$ cat src/rtl/adc_out_fmt.sv
module adc_out_fmt #(
  parameter int DW = 14,
  localparam int HW = DW / 2
) (
  input  logic          clk,
  input  logic          rst_n,
  input  logic          smp_vld,
  input  logic [DW-1:0] smp_code,
  input  logic          smp_ovf,
  input  logic [2:0]    cfg_pat,
  input  logic          cfg_twos,
  input  logic          cfg_abp,
  input  logic          cfg_rand,
  input  logic          cfg_ddr,
  input  logic          cfg_oe,
  output logic [DW-1:0] out_data,
  output logic          out_ovf,
  output logic [HW-1:0] ddr_even,
  output logic [HW-1:0] ddr_odd,
  output logic          out_vld
);

  function automatic logic [DW-1:0] odd_mask();
    logic [DW-1:0] m;
    for (int i = 0; i < DW; i++) m[i] = (i % 2) == 1;
    return m;
  endfunction

  function automatic logic [DW-1:0] chk_word();
    logic [DW-1:0] m;
    for (int i = 0; i < DW; i++) m[i] = ((i % 2) == 0) ^ (i >= 4 && i < 8);
    return m;
  endfunction

  localparam logic [DW-1:0] ODD = odd_mask();
  localparam logic [DW-1:0] CHK = chk_word();
  localparam logic [DW-1:0] MSB = {1'b1, {(DW-1){1'b0}}};

  logic          phase_q, vld_q, ddr_q;
  logic [DW:0]   word_q, nxt;
  logic [DW-1:0] conv, rnd, pol;

  assign conv = cfg_twos ? smp_code ^ MSB : smp_code;
  assign rnd  = cfg_rand ? conv ^ {{(DW-1){conv[0]}}, 1'b0} : conv;
  assign pol  = (cfg_abp && !cfg_twos && phase_q) ? rnd ^ ODD : rnd;

  always_comb begin
    case (cfg_pat)
      3'd1:    nxt = '1;
      3'd2:    nxt = '0;
      3'd3:    nxt = phase_q ? {1'b0, ~CHK} : {1'b1, CHK};
      3'd4:    nxt = phase_q ? '0 : '1;
      default: nxt = {smp_ovf, pol};
    endcase
  end

  always_ff @(posedge clk) begin
    if (!rst_n) begin
      phase_q <= 1'b0;
      vld_q   <= 1'b0;
      ddr_q   <= 1'b0;
      word_q  <= '0;
    end else begin
      if (smp_vld) phase_q <= ~phase_q;
      vld_q <= smp_vld & cfg_oe;
      if (!cfg_oe) begin
        word_q <= '0;
        ddr_q  <= 1'b0;
      end else if (smp_vld) begin
        word_q <= nxt;
        ddr_q  <= cfg_ddr;
      end
    end
  end

  assign out_vld  = vld_q;
  assign out_ovf  = word_q[DW];
  assign out_data = ddr_q ? '0 : word_q[DW-1:0];

  for (genvar k = 0; k < HW; k++) begin : g_lane
    assign ddr_even[k] = ddr_q & word_q[2*k];
    assign ddr_odd[k]  = ddr_q & word_q[2*k+1];
  end


  oe_off_chk: assert property (@(posedge clk) disable iff (!rst_n)
    !$past(cfg_oe) |-> (!out_vld && out_data == '0 && !out_ovf && ddr_even == '0 && ddr_odd == '0));


  vld_lat_chk: assert property (@(posedge clk) disable iff (!rst_n)
    out_vld |-> $past(smp_vld));


  hold_chk: assert property (@(posedge clk) disable iff (!rst_n)
    ($past(cfg_oe) && !$past(smp_vld)) |-> ($stable(out_data) && $stable(out_ovf) && !out_vld));


  phase_tog_chk: assert property (@(posedge clk) disable iff (!rst_n)
    smp_vld |=> phase_q != $past(phase_q));

endmodule

$ cat config.mk
export PLATFORM = sky130hd
export DESIGN_NAME = adc_out_fmt
export DESIGN_NICKNAME = d
export VERILOG_FILES = /design/src/rtl/adc_out_fmt.sv
export SDC_FILE = /design/constraint.sdc
export NUM_CORES = 1
export LEC_CHECK = 0
export CAP_MARGIN = 15
export CORE_MARGIN = 5
export CORE_UTILIZATION = 55
export CTS_BUF_LIST = sky130_fd_sc_hd__clkbuf_4 sky130_fd_sc_hd__clkbuf_8 sky130_fd_sc_hd__clkbuf_16
export DETAILED_ROUTE_END_ITERATION = 8
export DONT_BUFFER_PORTS = 1
export PLACE_DENSITY_LB_ADDON = 0.3
export SKIP_CTS_REPAIR_TIMING = 1
export SLEW_MARGIN = 30
export SYNTH_ARGS = -nofsm -noshare
export SYNTH_HDL_FRONTEND = slang
export SYNTH_SLANG_ARGS = --single-unit
export TNS_END_PERCENT = 50
$ cat constraint.sdc
create_clock -name clk -period 1.9 [get_ports clk]
set_clock_uncertainty 0.2 [all_clocks]
set_input_delay 0.095 -clock clk [delete_from_list [all_inputs] [get_ports clk]]
set_output_delay 0.095 -clock clk [all_outputs]
set_load 0.01 [all_outputs]
# Word level (Yosys, flattened, before mapping)
# Cells that the tools add are included.
# classes
eq_ne	4
reduce_logical	4
bitwise	19
mux	7
# op_table
cell	count
15-bit one-hot mux with 4 select lines	1
14-bit 2-to-1 mux	4
15-bit 2-to-1 mux	2
1-bit AND	15
14-bit XOR	1
7-bit NOT	1
3-bit by 2-bit == test with 1-bit output, second input constant	2
3-bit by 1-bit == test with 1-bit output, second input constant	1
3-bit == test, second input constant	1
1-bit logical AND	2
1-bit NOT	2
2-bit AND reduction	1
1-bit logical NOT	1
# totals
input_bits	26
regBits	18
output_inout_bits	30

# Longest topological paths before layout
# Gate-level depths: netlist of run 1.
# logic_depth
ltp_word	7
depth_mapped	5

# Worst setup path after synthesis of run 1
# No wires, ideal clock.
# synth_path
kind	reg-to-reg
start	register phase_q
end	register word_q[5]
synth_period_minus_slack_ns	1.613
setup_ns	0.079
t_arrival_ns	1.333
slack_ns	0.287
t_required_ns	1.621
stages_incl_launch_ff	6
cell_sequence	dfxtp_1 -> nand3b_2 -> xnor2_2 -> buf_4 -> or4_1 -> o211ai_1
# synth_between
elab_chain_len	3
elab_cells_between_ends	5
cone_classes	4 x mux; 1 x reduce/logical
# synth_rtl
item	line	rtl
start: declaration	39	logic phase_q, vld_q, ddr_q;
start signal: assignment	64	if (smp_vld) phase_q <= ~phase_q;
1-bit logical AND	45	assign pol = (cfg_abp && !cfg_twos && phase_q) ? rnd ^ ODD : rnd;
14-bit 2-to-1 mux	45	
15-bit one-hot mux with 4 select lines (*)	48	case (cfg_pat)
end signal: assignment	70	word_q <= nxt;
end: declaration	40	logic [DW:0] word_q, nxt;
# Mark *: on every way between the ends. The rest lies on a longest branch, timed or not.
# A chain may end at the register's enable or synchronous reset.

==> out/results.ini, run 1 <==
[grt]
antenna_found_initial=0
grtUsageTotal=0.164
grt_use_met3=0.0676
grt_pass1_wl_um=4150
grt_pass1_vias=918
use_met1=0.188
grt-busiest-layer=met2
grt_max_degree=30
met2_usage=0.274
grt-ovfl-total=0

[setup_path]
startpoint_type=input pin
critical_path_class=in2reg
crit_chain=dlygate4sd3_1 -> o21ai_0 -> or4b_1 -> o211ai_1
required_ps=1910
path_buf_inv=1
end_kind=flop
worstPathArrival_ps=1790
cp.depth=4
critical-path-max-stage-delay_ps=820
timing.critical_path.max_delay_family=buffers and inverters
cp_max_fo=15
r2r_cells=4
crit_slowest_cell=dlygate4sd3_1
rrSetupSlack_ps=150

[placed_design]
dp_hpwl_um=1900
routabilityCongestion=0.725
dp.cells=158
portBuffers=0
placed_area_um2=1130

[floorplan]
die_area_um2=3060
die_w_um=55.3
core_area_um2=1960
row_count=16
io_pins=56
fp.dieH_um=55.3
start_util=0.575

[yosys]
synth-seq-area-share=0.319
synth.distinct_cells=27
synth_top_family_by_area=simple AND/OR/NAND/NOR gates
synthXorXnorAreaFrac=0.105
synth_cells=137
ys_ff_latch=18
ys.flop_type=dfxtp_1
yosys_warnings=0
synth.area.mux_share=0.00887
synth_compound_area_frac=0.167
synth_fa_ha_area_frac=0
syn_area_um2=1130
synth-edff-count=0
synthArstFlopShare=0
yosys.area_share.simple=0.341
synth.avg_cell_area_um2=8.24
synth_fp_nets=163

[outcome]
status=finished with violations
violations=hold timing

[timing]
max-slew-margin-rel=0.484
hold_viol=5
rsz0062_at_grt=false
max_freq_ghz=0.562
setup_viol=0
hold_ws_ps=-16.0
post-route-period-util=0.937
fin_crit_ps=1780
drv_slew=0
finalSetupTns_ps=0
worstMarginPinSlew_ps=768

[finish]
layout.nets=185
num-fill-cells=161
final_common_cell=dlygate4sd3_1
multi_input_area_um2=714
final_cell_mix=dlygate4sd3_1, dfxtp_1, nor2b_1
area_growth_pct=25.2
antenna-diode-count=0
final_cells=185
seqCellArea_um2=360
fin_area_um2=1410
drive_gt1_frac=0.0633

[route]
dr.pass1.iters=5
avgRoutedWirePerCell_um=15.7
postRouteWirelength_um=2900
drtAntennaViolNets=0
num_vias=1072
drc_errors=0
detail_route.iter0.violations=37
viasPerCell=5.79

[clocking]
cts_tree=done
clock_latency_ps=290
htree_levels=1
path_clk_slew_ps=100
cts_inserted_buffers=3
cts_root_buf=clkbuf_4
cts.sink_count=18
cts_buffer_depth=2

[hold_path]
min_delay_path_depth=3
hp-class=in2reg

[flow_run]
max_cap_violations=0

[power]
irDropWorstVdd_v=0.000424
p_per_area_nw_per_um2=594
p_leak_uw=0.000572

[registers in the layout (all words and copies together), names as in the netlist]
name,flops
out_vld,1
ddr_q,1
phase_q,1
word_q,15
[cells in the mapped netlist, types with 5 or more instances]
library cell / number / area [µm²]
and2_1: 15 / 93.8
xnor2_1: 8 / 70.1
clkbuf_1: 5 / 18.8
or4b_1: 5 / 50.1
inv_1: 6 / 22.5
o211ai_1: 6 / 45.0
nor2b_1: 16 / 100
o21ai_0: 15 / 75.1
or4_1: 6 / 45.0
nand2_1: 10 / 37.5
dfxtp_1: 18 / 360
a21oi_1: 12 / 60.1
[final timing paths]
check	endpoint	start
min reg2reg	word_q[10]	word_q[10]
max reg2reg	word_q[9]	phase_q
max	word_q[3]	smp_vld
min	word_q[13]	smp_vld
[layer usage]
metal	share of wire	up-vias	routed length (µm)
met1	0.39	492	1120
met4	0.017	0	48
met5	0	-	0
met3	0.11	6	318
met2	0.49	60	1410
li1	-	514	-
[final cells by class]
cell class                      count  area share
Timing Repair Buffer               25       0.174
Inverter                            6      0.0159
Clock buffer                        4      0.0257
Tap cell                           27      0.0239
Sequential cell                    18       0.255
Multi-Input combinational cell    105       0.506
[metrics by stage]
step / total power [µW] / util / setup WS [ps] / hold WS [ps]
floorplan: 547 / - / 287 / 16.7
global placement: 558 / 0.578 / 196 / 22.5
detailed placement: 564 / 0.578 / 118 / 32.7
CTS: 793 / 0.597 / 99.8 / -275
global route: 885 / 0.720 / 13.1 / 6.92
finish: 840 / 0.720 / 120 / -16.0
[cells by family (layout without fill, tap and decap cells)]
family | Yosys count | in the layout
AND/OR/NAND/NOR | 59 | 59
AO/OA/AOI/OAI | 34 | 34
flip-flops | 18 | 18
buffers and inverters | 14 | 35
XOR/XNOR | 11 | 11
multiplexers | 1 | 1
[report_power, final]
group / switching (µW) / internal (µW) / leakage (µW)
combinational: 98.3 / 96.5 / 0.000403
sequential: 16.5 / 399 / 0.000148
clock: 113 / 117 / 0.0000210
total: 228 / 612 / 0.000572
[tightest hold or removal path: cells and delay by family]
| family | cells | cell delay [ps] |
|---|---|---|
| compound gates | 3 | 340 |
(Power assumes the default switching activity.)
==> run 2: changes to the inputs <==
--- a/config.mk
+++ b/config.mk
@@ -6,9 +6,9 @@
 export NUM_CORES = 1
 export LEC_CHECK = 0
 export CAP_MARGIN = 15
-export CORE_MARGIN = 5
 export CORE_UTILIZATION = 55
 export CTS_BUF_LIST = sky130_fd_sc_hd__clkbuf_4 sky130_fd_sc_hd__clkbuf_8 sky130_fd_sc_hd__clkbuf_16
+export CTS_CLUSTER_SIZE = 14
 export DETAILED_ROUTE_END_ITERATION = 8
 export DONT_BUFFER_PORTS = 1
 export PLACE_DENSITY_LB_ADDON = 0.3
==> constraint.sdc (replaced) <==
create_clock -name clk -period 1.65 [get_ports clk]
set_clock_uncertainty 0.2 [all_clocks]
set_input_delay 0.0825 -clock clk [delete_from_list [all_inputs] [get_ports clk]]
set_output_delay 0.0825 -clock clk [all_outputs]
set_load 0.01 [all_outputs]
==> run 2 against run 1 <==
Compared with the run above: the run still ends with hold timing left; die area fell by 27%; worst hold slack got worse by 180 ps; total power rose by 13%; register-to-register slack got worse by 110 ps; combinational power rose by 28%; sequential cell count did not move; wire length rose by 11%; final cell count rose by 3.8%; final area rose by 7.6%; via count rose by 7.8%; worst setup slack got worse by 78 ps.
==> out/results.ini, run 2 (synthesis gave the netlist of run 1 again) <==
[outcome]
status=finished with violations
violations=hold timing

[route]
avgRoutedWirePerCell_um=16.7
dr.pass1.iters=4
postRouteWirelength_um=3210
detail_route.iter0.violations=37
num_vias=1156
drtAntennaViolNets=0
viasPerCell=6.02
drc_errors=0

[grt]
antenna_found_initial=0
grtUsageTotal=0.224
grt_pass1_wl_um=3480
grt_pass1_vias=792
grt_max_degree=20
grt-ovfl-total=0

[finish]
largest_reg_flops=15
final_util=0.783
drive_gt1_frac=0.103
largest_register=word_q
final_cell_mix=dlygate4sd3_1, dfxtp_1, nor2b_1
final_cells=192
area_growth_pct=34.7
layout.nets=193
antenna-diode-count=0
final_common_cell=dlygate4sd3_1

[setup_path]
end_kind=flop
critical_path_class=reg2reg
worstPathArrival_ps=1580
critical-path-max-stage-delay_ps=600
startpoint_type=flop
crit_chain=o21ai_0 -> dlygate4sd3_1 -> o211ai_1
cp_max_fo=3
r2r_start=word_q[1]
crit_slowest_cell=dlygate4sd3_1
reg2reg_to=word_q[1]
rrSetupSlack_ps=40
r2r_cells=3
required_ps=1620
cp-startpoint=word_q[1]

[hold_path]
hold_end=phase_q
hp-class=in2reg
min_from=smp_vld
min_delay_path_depth=2

[floorplan]
die_area_um2=2240
die_w_um=47.3
row_count=16
start_util=0.581
fp.dieH_um=47.3
core_area_um2=1940
io_pins=56

[placed_design]
portBuffers=0
dp_hpwl_um=1750
routabilityCongestion=0.812
dp.cells=160

[flow_run]
max_cap_violations=0

[clocking]
htree_levels=1
path_clk_slew_ps=100
cts_inserted_buffers=3
cts_tree=done
cts_buffer_depth=2
clock_latency_ps=290
cts_root_buf=clkbuf_4
cts.sink_count=18

[timing]
post-route-period-util=0.974
hold_ws_ps=-194
drv_slew=0
setup_viol=0
max-slew-margin-rel=0.488
max_freq_ghz=0.622
fin_crit_ps=1610
finalSetupTns_ps=0
worstMarginPinSlew_ps=763
hold_viol=16

[power]
irDropWorstVdd_v=0.000517
p_per_area_nw_per_um2=626
p_leak_uw=0.000605

-- run 2: per-layer routing --
| layer | up-vias | wire (µm) | global-route usage |
|---|---|---|---|
| li1 | 532 | - | - |
| met1 | 557 | 1270 | 0.303 |
| met2 | 55 | 1630 | 0.329 |
| met3 | 12 | 224 | 0.0846 |
| met4 | 0 | 87 | 0.0743 |
| met5 | - | 0 | 0 |
-- run 2: layout make-up --
class	count	area [µm²]
clock buffers	3	22.5
fillers	138	422
inverters	6	22.5
multi-input cells	106	769
flip-flops and latches	18	362
well taps	27	33.8
repair buffers	32	310
-- run 2: worst max-delay path: cells and delay by family (launching register included) --
| family | cells | cell delay [ps] |
|---|---|---|
| buf+inv | 1 | 600 |
| flops | 1 | 340 |
| compound gates | 2 | 340 |
-- run 2: power by group --
part	switching, µW	internal (µW)
Sequential	18.0	460
Clock	139	85.0
Combinational	125	124
-- run 2: worst max path at each step --
stage,end,cells after the start
after CTS,word_q[7],4
final,word_q[1],3
after floorplan,word_q[5],5
after global routing,word_q[11],4
after detailed placement,word_q[11],4
after global placement,word_q[9],4
-- run 2: per-stage QoR --
stage          setup WS, ps  area [µm²]  power [µW]
3_5_place_dp          -33.6        1150         653
3_3_place_gp           33.4        1150         645
5_1_grt               -14.1        1520         996
4_1_cts               -72.3        1170         863
6_report               42.3        1520         951
2_1_floorplan          37.5        1130         630
==> run 3: changes to the inputs <==
==> constraint.sdc (replaced) <==
create_clock -name clk -period 2.1 [get_ports clk]
set_clock_uncertainty 0.2 [all_clocks]
set_input_delay 0.105 -clock clk [delete_from_list [all_inputs] [get_ports clk]]
set_output_delay 0.105 -clock clk [all_outputs]
set_load 0.01 [all_outputs]
==> run 3 against run 2 <==
Compared with the run above: the flow still finishes with violations (hold timing); clock power hardly changed; largest cell class unchanged; sequential cell count stayed put; final cell count is 5.2% lower; combinational power is 34% lower; first-iteration DRC count is 30% lower; die area stayed put; worst setup slack better by 220 ps; sequential share of layout area is 2.4 points higher; utilization is 7.5 points lower; critical path depth is 1 higher; global-route usage is 1.1 points lower.
==> out/results.ini, run 3 (synthesis gave the netlist of run 1 again) <==
[outcome]
status=finished with violations
violations=hold timing

[setup_path]
path_buf_inv=1
cp.depth=4
r2r_cells=4
r2r_start=phase_q
crit_slowest_cell=dlygate4sd3_1
critical-path-max-stage-delay_ps=870
required_ps=2130
critical_path_class=in2reg
endpoint=word_q[9]
crit_chain=dlygate4sd3_1 -> o21ai_0 -> or4_1 -> o211ai_1
worstPathArrival_ps=1870
cp_max_fo=16
end_kind=flop
rrSetupSlack_ps=310
cp-startpoint=smp_vld
timing.critical_path.max_delay_family=buffers and inverters
reg2reg_to=word_q[9]
startpoint_type=input pin

[finish]
fin_area_um2=1370
largest_reg_flops=15
layout.nets=182
area_growth_pct=21.7
antenna-diode-count=0
final_cells=182
drive_gt1_frac=0.0581
final_cell_mix=dlygate4sd3_1, dfxtp_1, nor2b_1
final_common_cell=dlygate4sd3_1
largest_register=word_q

[floorplan]
fp.dieH_um=47.3
core_area_um2=1940
row_count=16
io_pins=56
die_w_um=47.3
start_util=0.581
die_area_um2=2240

[route]
postRouteWirelength_um=2720
dr.pass1.iters=4
detail_route.iter0.violations=26
drtAntennaViolNets=0
avgRoutedWirePerCell_um=15.0
num_vias=1061
drc_errors=0
viasPerCell=5.83

[timing]
drv_slew=0
hold_ws_ps=-88.0
rsz0062_at_grt=false
finalSetupTns_ps=0
max_freq_ghz=0.544
worstMarginPinSlew_ps=804
hold_viol=6
setup_viol=0
post-route-period-util=0.875
fin_crit_ps=1840
max-slew-margin-rel=0.463

[grt]
grt-ovfl-total=0
grt_pass1_vias=780
grt_pass1_wl_um=3320
grt_max_degree=30
antenna_found_initial=0
grtUsageTotal=0.214

[flow_run]
max_cap_violations=0

[placed_design]
dp.cells=157
routabilityCongestion=0.787
placed_area_um2=1130
dp_hpwl_um=1650
portBuffers=0

[clocking]
htree_levels=1
path_clk_slew_ps=110
cts.sink_count=18
cts_inserted_buffers=3
cts_root_buf=clkbuf_4
clock_latency_ps=300
cts_buffer_depth=2
cts_tree=done

[power]
p_per_area_nw_per_um2=558
irDropWorstVdd_v=0.000441
p_leak_uw=0.000558

[hold_path]
hp-class=in2reg

-- run 3: power breakdown --
group          internal, µW  total [µW]  switching [µW]
clock network           106         223             117
logic                  80.8         165            84.6
registers               361         378            17.2
total                   548         767             219
-- run 3: cell type report --
type                       count  area (µm²)
sequential                    18         360
timing repair buffer          22         218
clock buffer                   4        36.3
multi-input combinational    105         703
fill                         157         568
inverter                       6        22.5
tap                           27        33.8
-- run 3: worst register-to-register path: cells and delay by family, from the launching register on --
kind,cells,cell delay [ps]
AND/OR/NAND/NOR,2,640
flip-flops,1,450
XOR/XNOR,1,340
AO/OA/AOI/OAI,1,90
-- run 3: how the worst min path moves through the flow --
stage	from	end	slack (ps)	cells after the start
after floorplan	rst_n	phase_q	30	1
after global placement	rst_n	phase_q	30	1
after detailed placement	rst_n	phase_q	40	1
after CTS	rst_n	phase_q	-270	1
after global routing	smp_vld	word_q[11]	-10	2
final	smp_vld	word_q[11]	-90	2
-- run 3: metal layers --
metal,global-route usage,wire (µm)
met2,0.329,1390
met3,0.0500,137
met4,0.0743,29
met5,0,0
met1,0.291,1170
-- run 3: per-stage QoR --
stage                     utilization  worst slack (ps)  total power, µW
final                           0.707               262              767
after global placement          0.581               397              502
after CTS                       0.599               312              720
after global routing            0.707               134              795
after detailed placement        0.581               337              507
after floorplan                     -               487              495
